===== src/rtl/i2c_srx_pkg.sv =====
package i2c_srx_pkg;

  // register word offsets
  localparam logic [1:0] OFF_CTRL = 2'd0;
  localparam logic [1:0] OFF_STAT = 2'd1;
  localparam logic [1:0] OFF_DATA = 2'd2;
  localparam logic [1:0] OFF_OWN  = 2'd3;

  // control bit positions
  localparam int unsigned CTRL_NACK  = 0;
  localparam int unsigned CTRL_SMASK = 1;
  localparam int unsigned CTRL_IEN   = 2;
  localparam int unsigned CTRL_W     = 3;

  // status bit positions
  localparam int unsigned ST_BUSY = 0;
  localparam int unsigned ST_STOP = 1;
  localparam int unsigned ST_FULL = 2;
  localparam int unsigned ST_IRQ  = 3;

  typedef enum logic [1:0] {
    PH_IDLE = 2'd0,
    PH_ADDR = 2'd1,
    PH_DATA = 2'd2
  } phase_e;

endpackage


===== src/rtl/i2c_srx_cond.sv =====
module i2c_srx_cond (
  input  logic clk_i,
  input  logic rst_ni,
  input  logic scl_i,
  input  logic sda_i,
  output logic start_o,
  output logic stop_o,
  output logic rise_o,
  output logic fall_o
);

  logic scl_q, scl_n;
  logic sda_q, sda_n;

  always_comb begin
    scl_n = scl_i;
    sda_n = sda_i;
  end

  // previous levels reset to an idle bus so release creates no event
  always_ff @(posedge clk_i or negedge rst_ni) begin
    if (!rst_ni) begin
      scl_q <= 1'b1;
      sda_q <= 1'b1;
    end else begin
      scl_q <= scl_n;
      sda_q <= sda_n;
    end
  end

  always_comb begin
    start_o = scl_q & scl_i & sda_q & ~sda_i;
    stop_o  = scl_q & scl_i & ~sda_q & sda_i;
    rise_o  = ~scl_q & scl_i;
    fall_o  = scl_q & ~scl_i;
  end

  // an SCL edge and a bus condition never coincide
  a_r9_cond_not_on_edge: assert property (@(posedge clk_i) disable iff (!rst_ni)
    (start_o || stop_o) |-> !(rise_o || fall_o));

endmodule


===== src/rtl/i2c_srx_frame.sv =====
module i2c_srx_frame
  import i2c_srx_pkg::*;
#(
  parameter int unsigned ADDR_W = 7
) (
  input  logic              clk_i,
  input  logic              rst_ni,
  input  logic              sda_i,
  input  logic              scl_i,
  input  logic              start_i,
  input  logic              stop_i,
  input  logic              rise_i,
  input  logic              fall_i,
  input  logic [ADDR_W-1:0] own_addr_i,
  input  logic              nack_i,
  output logic              byte_done_o,
  output logic [ADDR_W:0]   byte_o,
  output logic              sda_oe_o
);

  localparam int unsigned DATA_W = ADDR_W + 1;
  localparam int unsigned CNT_W  = $clog2(DATA_W + 2);
  localparam logic [CNT_W-1:0] ACK_CNT = CNT_W'(DATA_W);
  localparam logic [CNT_W-1:0] END_CNT = CNT_W'(DATA_W + 1);

  phase_e             phase_q, phase_n;
  logic [CNT_W-1:0]   cnt_q, cnt_n;
  logic [DATA_W-1:0]  shift_q, shift_n;
  logic               drive_q, drive_n;
  logic               shift_en;
  logic               addr_hit;

  assign addr_hit = (shift_q[DATA_W-1:1] == own_addr_i) && !shift_q[0];

  always_comb begin
    phase_n     = phase_q;
    cnt_n       = cnt_q;
    drive_n     = drive_q;
    shift_en    = 1'b0;
    byte_done_o = 1'b0;
    if (start_i) begin
      phase_n = PH_ADDR;
      cnt_n   = '0;
      drive_n = 1'b0;
    end else if (stop_i) begin
      phase_n = PH_IDLE;
      cnt_n   = '0;
      drive_n = 1'b0;
    end else if (phase_q != PH_IDLE) begin
      if (rise_i) begin
        if (cnt_q < ACK_CNT) begin
          shift_en = 1'b1;
        end else if (phase_q == PH_DATA) begin
          byte_done_o = 1'b1;
        end
        cnt_n = cnt_q + 1'b1;
      end else if (fall_i) begin
        if (cnt_q == ACK_CNT) begin
          if (phase_q == PH_DATA || addr_hit) begin
            drive_n = ~nack_i;
          end else begin
            phase_n = PH_IDLE;
          end
        end else if (cnt_q == END_CNT) begin
          drive_n = 1'b0;
          cnt_n   = '0;
          if (phase_q == PH_ADDR) begin
            phase_n = PH_DATA;
          end
        end
      end
    end
    shift_n = shift_en ? {shift_q[DATA_W-2:0], sda_i} : shift_q;
  end

  always_ff @(posedge clk_i or negedge rst_ni) begin
    if (!rst_ni) begin
      phase_q <= PH_IDLE;
      cnt_q   <= '0;
      shift_q <= '0;
      drive_q <= 1'b0;
    end else begin
      phase_q <= phase_n;
      cnt_q   <= cnt_n;
      shift_q <= shift_n;
      drive_q <= drive_n;
    end
  end

  assign byte_o   = shift_q;
  assign sda_oe_o = drive_q;

  // the drive only toggles while the bus clock was low
  a_r4_oe_moves_scl_low: assert property (@(posedge clk_i) disable iff (!rst_ni)
    !$stable(drive_q) |-> !$past(scl_i));

  // an unselected or idle engine keeps SDA released
  a_r3_idle_no_drive: assert property (@(posedge clk_i) disable iff (!rst_ni)
    (phase_q == PH_IDLE) |-> !drive_q);

  // any start re-arms the address phase from bit zero
  a_r11_start_rearms: assert property (@(posedge clk_i) disable iff (!rst_ni)
    start_i |=> (phase_q == PH_ADDR) && (cnt_q == '0) && !drive_q);

endmodule


===== src/rtl/i2c_srx_regs.sv =====
module i2c_srx_regs
  import i2c_srx_pkg::*;
#(
  parameter int unsigned ADDR_W  = 7,
  parameter logic [ADDR_W-1:0] OWN_RST = '0
) (
  input  logic              clk_i,
  input  logic              rst_ni,
  input  logic              wr_i,
  input  logic              rd_i,
  input  logic [1:0]        addr_i,
  input  logic [ADDR_W:0]   wdata_i,
  input  logic              start_i,
  input  logic              stop_i,
  input  logic              byte_done_i,
  input  logic [ADDR_W:0]   byte_i,
  output logic [ADDR_W:0]   rdata_o,
  output logic              nack_o,
  output logic [ADDR_W-1:0] own_o,
  output logic              irq_o
);

  localparam int unsigned DATA_W = ADDR_W + 1;

  logic [CTRL_W-1:0] ctrl_q, ctrl_n;
  logic [ADDR_W-1:0] own_q, own_n;
  logic              busy_q, busy_n;
  logic              stop_q, stop_n;
  logic              full_q, full_n;
  logic              irq_q, irq_n;
  logic              pend_q, pend_n;
  logic [DATA_W-1:0] hold_q, hold_n;
  logic [DATA_W-1:0] stage_q, stage_n;
  logic              rd_data;
  logic              wr_stat;
  logic              unused_wdata_msb;

  assign rd_data          = rd_i && (addr_i == OFF_DATA);
  assign wr_stat          = wr_i && (addr_i == OFF_STAT);
  assign unused_wdata_msb = wdata_i[DATA_W-1];

  always_comb begin
    ctrl_n  = ctrl_q;
    own_n   = own_q;
    busy_n  = busy_q;
    stop_n  = stop_q;
    full_n  = full_q;
    irq_n   = irq_q;
    pend_n  = pend_q;
    hold_n  = hold_q;
    stage_n = stage_q;

    // software writes: flags are clear-only
    if (wr_i) begin
      case (addr_i)
        OFF_CTRL: ctrl_n = wdata_i[CTRL_W-1:0];
        OFF_OWN:  own_n  = wdata_i[ADDR_W-1:0];
        OFF_STAT: begin
          if (!wdata_i[ST_STOP]) stop_n = 1'b0;
          if (!wdata_i[ST_IRQ])  irq_n  = 1'b0;
        end
        default: ;
      endcase
    end

    // data read: drain or refill from the staging register
    if (rd_data) begin
      if (pend_q) begin
        hold_n = stage_q;
        full_n = 1'b1;
        irq_n  = 1'b1;
        pend_n = 1'b0;
      end else begin
        full_n = 1'b0;
      end
    end

    // bus events take priority over software clears
    if (byte_done_i) begin
      if (!full_n) begin
        hold_n = byte_i;
        full_n = 1'b1;
        irq_n  = 1'b1;
      end else begin
        stage_n = byte_i;
        pend_n  = 1'b1;
      end
    end
    if (start_i) begin
      busy_n = 1'b1;
    end
    if (stop_i) begin
      busy_n = 1'b0;
      stop_n = 1'b1;
      if (!ctrl_q[CTRL_SMASK]) irq_n = 1'b1;
    end
  end

  always_ff @(posedge clk_i or negedge rst_ni) begin
    if (!rst_ni) begin
      ctrl_q  <= '0;
      own_q   <= OWN_RST;
      busy_q  <= 1'b0;
      stop_q  <= 1'b0;
      full_q  <= 1'b0;
      irq_q   <= 1'b0;
      pend_q  <= 1'b0;
      hold_q  <= '0;
      stage_q <= '0;
    end else begin
      ctrl_q  <= ctrl_n;
      own_q   <= own_n;
      busy_q  <= busy_n;
      stop_q  <= stop_n;
      full_q  <= full_n;
      irq_q   <= irq_n;
      pend_q  <= pend_n;
      hold_q  <= hold_n;
      stage_q <= stage_n;
    end
  end

  always_comb begin
    rdata_o = '0;
    case (addr_i)
      OFF_CTRL: rdata_o[CTRL_W-1:0] = ctrl_q;
      OFF_STAT: begin
        rdata_o[ST_BUSY] = busy_q;
        rdata_o[ST_STOP] = stop_q;
        rdata_o[ST_FULL] = full_q;
        rdata_o[ST_IRQ]  = irq_q;
      end
      OFF_DATA: rdata_o = hold_q;
      default:  rdata_o[ADDR_W-1:0] = own_q;
    endcase
  end

  assign nack_o = ctrl_q[CTRL_NACK];
  assign own_o  = own_q;
  assign irq_o  = irq_q & ctrl_q[CTRL_IEN];

  // a start leaves the bus marked busy
  a_r1_busy_on_start: assert property (@(posedge clk_i) disable iff (!rst_ni)
    start_i |=> busy_q);

  // a stop clears busy and records itself
  a_r9_stop_flags: assert property (@(posedge clk_i) disable iff (!rst_ni)
    stop_i |=> !busy_q && stop_q);

  // a masked stop on its own raises no interrupt
  a_r9_masked_stop: assert property (@(posedge clk_i) disable iff (!rst_ni)
    stop_i && ctrl_q[CTRL_SMASK] && !irq_q && !byte_done_i && !rd_data && !wr_i
    |=> !irq_q);

  // draining with nothing staged empties the buffer
  a_r7_read_empties: assert property (@(posedge clk_i) disable iff (!rst_ni)
    rd_data && !pend_q && !byte_done_i |=> !full_q);

  // draining with a staged byte refills and re-flags
  a_r8_read_refills: assert property (@(posedge clk_i) disable iff (!rst_ni)
    rd_data && pend_q |=> full_q && irq_q);

  // the interrupt flag only falls on a clearing write
  a_r10_irq_sticky: assert property (@(posedge clk_i) disable iff (!rst_ni)
    irq_q && !(wr_stat && !wdata_i[ST_IRQ]) |=> irq_q);

  // same for the stop flag
  a_r10_stop_sticky: assert property (@(posedge clk_i) disable iff (!rst_ni)
    stop_q && !(wr_stat && !wdata_i[ST_STOP]) |=> stop_q);

endmodule


===== src/rtl/i2c_slave_rx.sv =====
module i2c_slave_rx
  import i2c_srx_pkg::*;
#(
  parameter int unsigned       ADDR_W   = 7,
  parameter logic [ADDR_W-1:0] OWN_RST  = 7'h50,
  parameter int unsigned       RST_SYNC = 2
) (
  input  logic            clk_i,
  input  logic            rst_ni,
  input  logic            scl_i,
  input  logic            sda_i,
  output logic            sda_oe_o,
  input  logic            reg_wr_i,
  input  logic            reg_rd_i,
  input  logic [1:0]      reg_addr_i,
  input  logic [ADDR_W:0] reg_wdata_i,
  output logic [ADDR_W:0] reg_rdata_o,
  output logic            irq_o
);

  localparam int unsigned SYNC_W = (RST_SYNC < 2) ? 2 : RST_SYNC;

  logic [SYNC_W-1:0] rst_sync_q;
  logic              rst_int_n;

  // asynchronous assert, synchronous release
  always_ff @(posedge clk_i or negedge rst_ni) begin
    if (!rst_ni) begin
      rst_sync_q <= '0;
    end else begin
      rst_sync_q <= {rst_sync_q[SYNC_W-2:0], 1'b1};
    end
  end
  assign rst_int_n = rst_sync_q[SYNC_W-1];

  logic              start_w, stop_w, rise_w, fall_w;
  logic              byte_done_w;
  logic [ADDR_W:0]   byte_w;
  logic              nack_w;
  logic [ADDR_W-1:0] own_w;

  i2c_srx_cond u_cond (
    .clk_i   (clk_i),
    .rst_ni  (rst_int_n),
    .scl_i   (scl_i),
    .sda_i   (sda_i),
    .start_o (start_w),
    .stop_o  (stop_w),
    .rise_o  (rise_w),
    .fall_o  (fall_w)
  );

  i2c_srx_frame #(.ADDR_W(ADDR_W)) u_frame (
    .clk_i       (clk_i),
    .rst_ni      (rst_int_n),
    .sda_i       (sda_i),
    .scl_i       (scl_i),
    .start_i     (start_w),
    .stop_i      (stop_w),
    .rise_i      (rise_w),
    .fall_i      (fall_w),
    .own_addr_i  (own_w),
    .nack_i      (nack_w),
    .byte_done_o (byte_done_w),
    .byte_o      (byte_w),
    .sda_oe_o    (sda_oe_o)
  );

  i2c_srx_regs #(.ADDR_W(ADDR_W), .OWN_RST(OWN_RST)) u_regs (
    .clk_i       (clk_i),
    .rst_ni      (rst_int_n),
    .wr_i        (reg_wr_i),
    .rd_i        (reg_rd_i),
    .addr_i      (reg_addr_i),
    .wdata_i     (reg_wdata_i),
    .start_i     (start_w),
    .stop_i      (stop_w),
    .byte_done_i (byte_done_w),
    .byte_i      (byte_w),
    .rdata_o     (reg_rdata_o),
    .nack_o      (nack_w),
    .own_o       (own_w),
    .irq_o       (irq_o)
  );

  // no request while the block is held in reset
  a_r6_irq_quiet_in_reset: assert property (@(posedge clk_i)
    !rst_int_n |-> !irq_o);

endmodule


===== config.mk =====
export PLATFORM = sky130hd
export DESIGN_NAME = i2c_slave_rx
export DESIGN_NICKNAME = d
export VERILOG_FILES = /design/src/rtl/i2c_srx_pkg.sv /design/src/rtl/i2c_srx_cond.sv /design/src/rtl/i2c_srx_frame.sv /design/src/rtl/i2c_srx_regs.sv /design/src/rtl/i2c_slave_rx.sv
export SDC_FILE = /design/constraint.sdc
export NUM_CORES = 1
export LEC_CHECK = 0
export ABC_CLOCK_PERIOD_IN_PS = 2150
export BUFFER_PORTS_ARGS = -buffer_cell sky130_fd_sc_hd__buf_2
export CAP_MARGIN = 30
export CORE_MARGIN = 5
export CORE_UTILIZATION = 40
export CTS_CLUSTER_DIAMETER = 30
export CTS_CLUSTER_SIZE = 30
export DETAILED_ROUTE_END_ITERATION = 16
export GPL_ROUTABILITY_DRIVEN = 0
export SLEW_MARGIN = 20
export SYNTH_ARGS = -nofsm -noshare
export SYNTH_HDL_FRONTEND = slang
export SYNTH_SLANG_ARGS = --single-unit
export TNS_END_PERCENT = 5

===== constraint.sdc =====
create_clock -name clk_i -period 2.15 [get_ports clk_i]
set_input_delay 0.215 -clock clk_i [delete_from_list [all_inputs] [get_ports clk_i]]
set_output_delay 0.215 -clock clk_i [all_outputs]
set_load 0.01 [all_outputs]

==> qor.txt <==
Routed WL = 5180 um
worst-margin pin slew = 0.533 ns
n_diodes = 0
Tmin final = 1.97 ns
Mapped Cells = 197
Detailed Place HPWL = 3770 um
crit end category = flip-flop
first-pass GRT wire length = 8690 um
Slew Viols, Final = 0
clock buffer depth = 2
CP startpoint = u_frame.cnt_q[0]
layout cells sized above 1 = 43.4%
worst-path fanout max = 6
Worst path max stage delay = 0.50 ns
outcome = finished clean
Reg2Reg Depth = 7
highest clock rate = 506 MHz
reg2reg setup slack = 0.18 ns
largest net degree at the start of global routing = 27
Top-Level Pins = 26
Root Driver = clkbuf_8
initial antenna violation count = 0
Post-DRT Antenna Nets = 0
pre-CTS setup slack = 0.144 ns
EDFF count, synth = 0
GRT Total Usage = 14.6%
CTS tree = built
Leak = 0.00138 uW
crit-path leading delay family = simple AND/OR/NAND/NOR gates
post-layout util = 48.3%
wl on met1 = 2490 um
Max Clock Skew = 0.00377 ns
fill cell count = 550
H-tree level count = 2
vias in the first global route = 1,638
CP Capture Point = u_frame.cnt_q[3]
CP cell instances = inv_1 > ha_2 > and4bb_1 > nor2_1 > o31a_1 > or4_1 > nand3_1
Worst Setup Path Type = reg -> reg
ratio of final minimum period to clock period = 91.8%
port bufs = 24
Yosys cell types = 43
Crit path arrival time = 2.21 ns
effective utilization at floorplan = 41.8%
Die H = 89.3 um
Synth async-reset ratio = 100%
WHS = 0.0467 ns
hold depth = 1
max-cap violations = 0
sum of negative setup slack = 0 ns
area grow syn2layout = 15.8%
Synthesis Warnings = 0
vias = 1,617
critical path required time = 2.38 ns
Sink Count = 50
slowest CP cell = or4_1
Hold Vio Cnt, Final = 0
Critical R2R Launch = u_frame.cnt_q[0]
Die W = 89.3 um
Vias/cell = 5.22
met2 WL = 2430 um
core area = 6030 um^2
Rows = 28
Rel. slew slack = 64.4%
highest metal used = met4
fin nets = 256
WL/cell = 16.7 um
syn_area_per_cell = 12.8 um^2
Post-synth top flop = dfrtp_1
CP Depth = 7
# DRC = 0
post-synth net total = 219
Overflow after GRT = 0
pwr dens = 848 nW/um^2
worst hold path class = in -> reg
commonest non-fill, non-tap cells in the layout = mux2_2, dfrtp_1, buf_2
Yosys reg bits = 50
Crit Reg-Reg Endpoint = u_frame.cnt_q[3]
die area = 7980 um^2
startpoint types = flip-flop
RSZ-0062 raised after global routing = false
total CTS buffers = 5
Clk pin slew, worst setup/hold paths = 0.09 ns
initial detailed-routing violation count = 81
endpoints failing setup = 0
mapped cell area = 2520 um^2
PnR worst setup slack = 0.175 ns
met3 wire length = 197 um
sequential share of the synthesized area = 49.9%
Pre-antenna DRT Iters = 4
Peak supply drop = 0.000324 V
WP buf/inv = 1
Clk Latency, worst-skew pair = 0.30 ns
[per-layer routing]
metal | global-route usage (%) | vias to the layer above
met5 | 0 | -
li1 | - | 779
met3 | 3.23 | 8
met4 | 3.65 | 0
met2 | 22.3 | 23
met1 | 21.2 | 807
[sequential cells by signal, summed over array words and instances (netlist names), 2 cells and up]
signal,flops
u_regs.ctrl_q,3
u_regs.stage_q,8
rst_sync_q,2
u_regs.own_o,7
u_frame.byte_o,8
u_frame.phase_q,2
u_regs.hold_q,8
u_frame.cnt_q,4
[Yosys cell counts (2+ instances only)]
master / count / share of area [%]
mux4_2: 3 / 2.7
nand2_1: 12 / 1.8
o221ai_1: 2 / 0.70
nor3_4: 2 / 1.3
and2_1: 2 / 0.50
buf_2: 2 / 0.40
nor2b_1: 6 / 1.5
inv_1: 5 / 0.75
nand4_1: 2 / 0.50
ha_1: 6 / 3.0
mux2_2: 45 / 20
xor2_1: 8 / 2.8
a21oi_1: 2 / 0.40
dfstp_2: 4 / 4.2
mux2i_1: 3 / 1.2
a31oi_1: 2 / 0.50
dfrtp_1: 46 / 46
nor2_1: 9 / 1.3
nand3_1: 6 / 1.2
o21ai_0: 7 / 1.4
[cells by family after synthesis]
family          count (synthesis)  share of synthesized area, %
simple gates                   53                          13.1
mux                            51                          24.0
fa+ha+maj                       6                          2.98
xor+xnor                        8                          2.78
buf+inv                         8                          1.29
flops                          50                          49.9
compound gates                 20                          5.77
other cells                     1                         0.149
[worst min-delay path by stage]
stage / from / end / slack, ns
after detailed placement: rst_ni / rst_sync_q[0] / 0.002
after floorplan: rst_ni / rst_sync_q[0] / -0.08
after global placement: rst_ni / rst_sync_q[0] / 0.002
final: scl_i / u_cond.scl_q / 0.05
after global routing: scl_i / u_cond.scl_q / 0.04
after CTS: scl_i / u_cond.scl_q / 0.03
[where the power goes]
group | switching (uW) | internal [uW]
clock network | 304 | 347
registers | 189 | 1100
logic | 253 | 278
[final cells by class]
class	count	area, um^2	area share [%]
well taps	75	93.8	3.22
clock buffers	6	72.6	2.49
multi-input cells	139	1230	42.2
flip-flops and latches	50	1260	43.2
inverters	5	18.8	0.644
repair buffers	33	203	6.96
clock inverters	2	37.5	1.29
[stage by stage]
stage | cells | power [uW] | cell area [um^2]
3_5_place_dp | 301 | 1840 | 2790
4_1_cts | 310 | 2510 | 2910
3_3_place_gp | 301 | 1820 | 2790
2_1_floorplan | 197 | 1630 | 2520
5_1_grt | 310 | 2630 | 2910
6_report | 310 | 2470 | 2910
[worst register-to-register path, cell delays in order (launching register included)]
cell      delay (ns)
dfrtp_1         0.40
inv_1           0.08
ha_2            0.22
and4bb_1        0.27
nor2_1          0.04
o31a_1          0.30
or4_1           0.50
nand3_1         0.10
[what timing repair did]
item / 4_1_cts / 5_1_grt
hold endpoints to repair: 2 / 0
gates resized for setup: 0 / 1
setup buffers: 0 / 0
hold buffers: 1 / 0
setup endpoints to repair: 0 / 2
No activity file was read; power rests on OpenSTA's default activity.
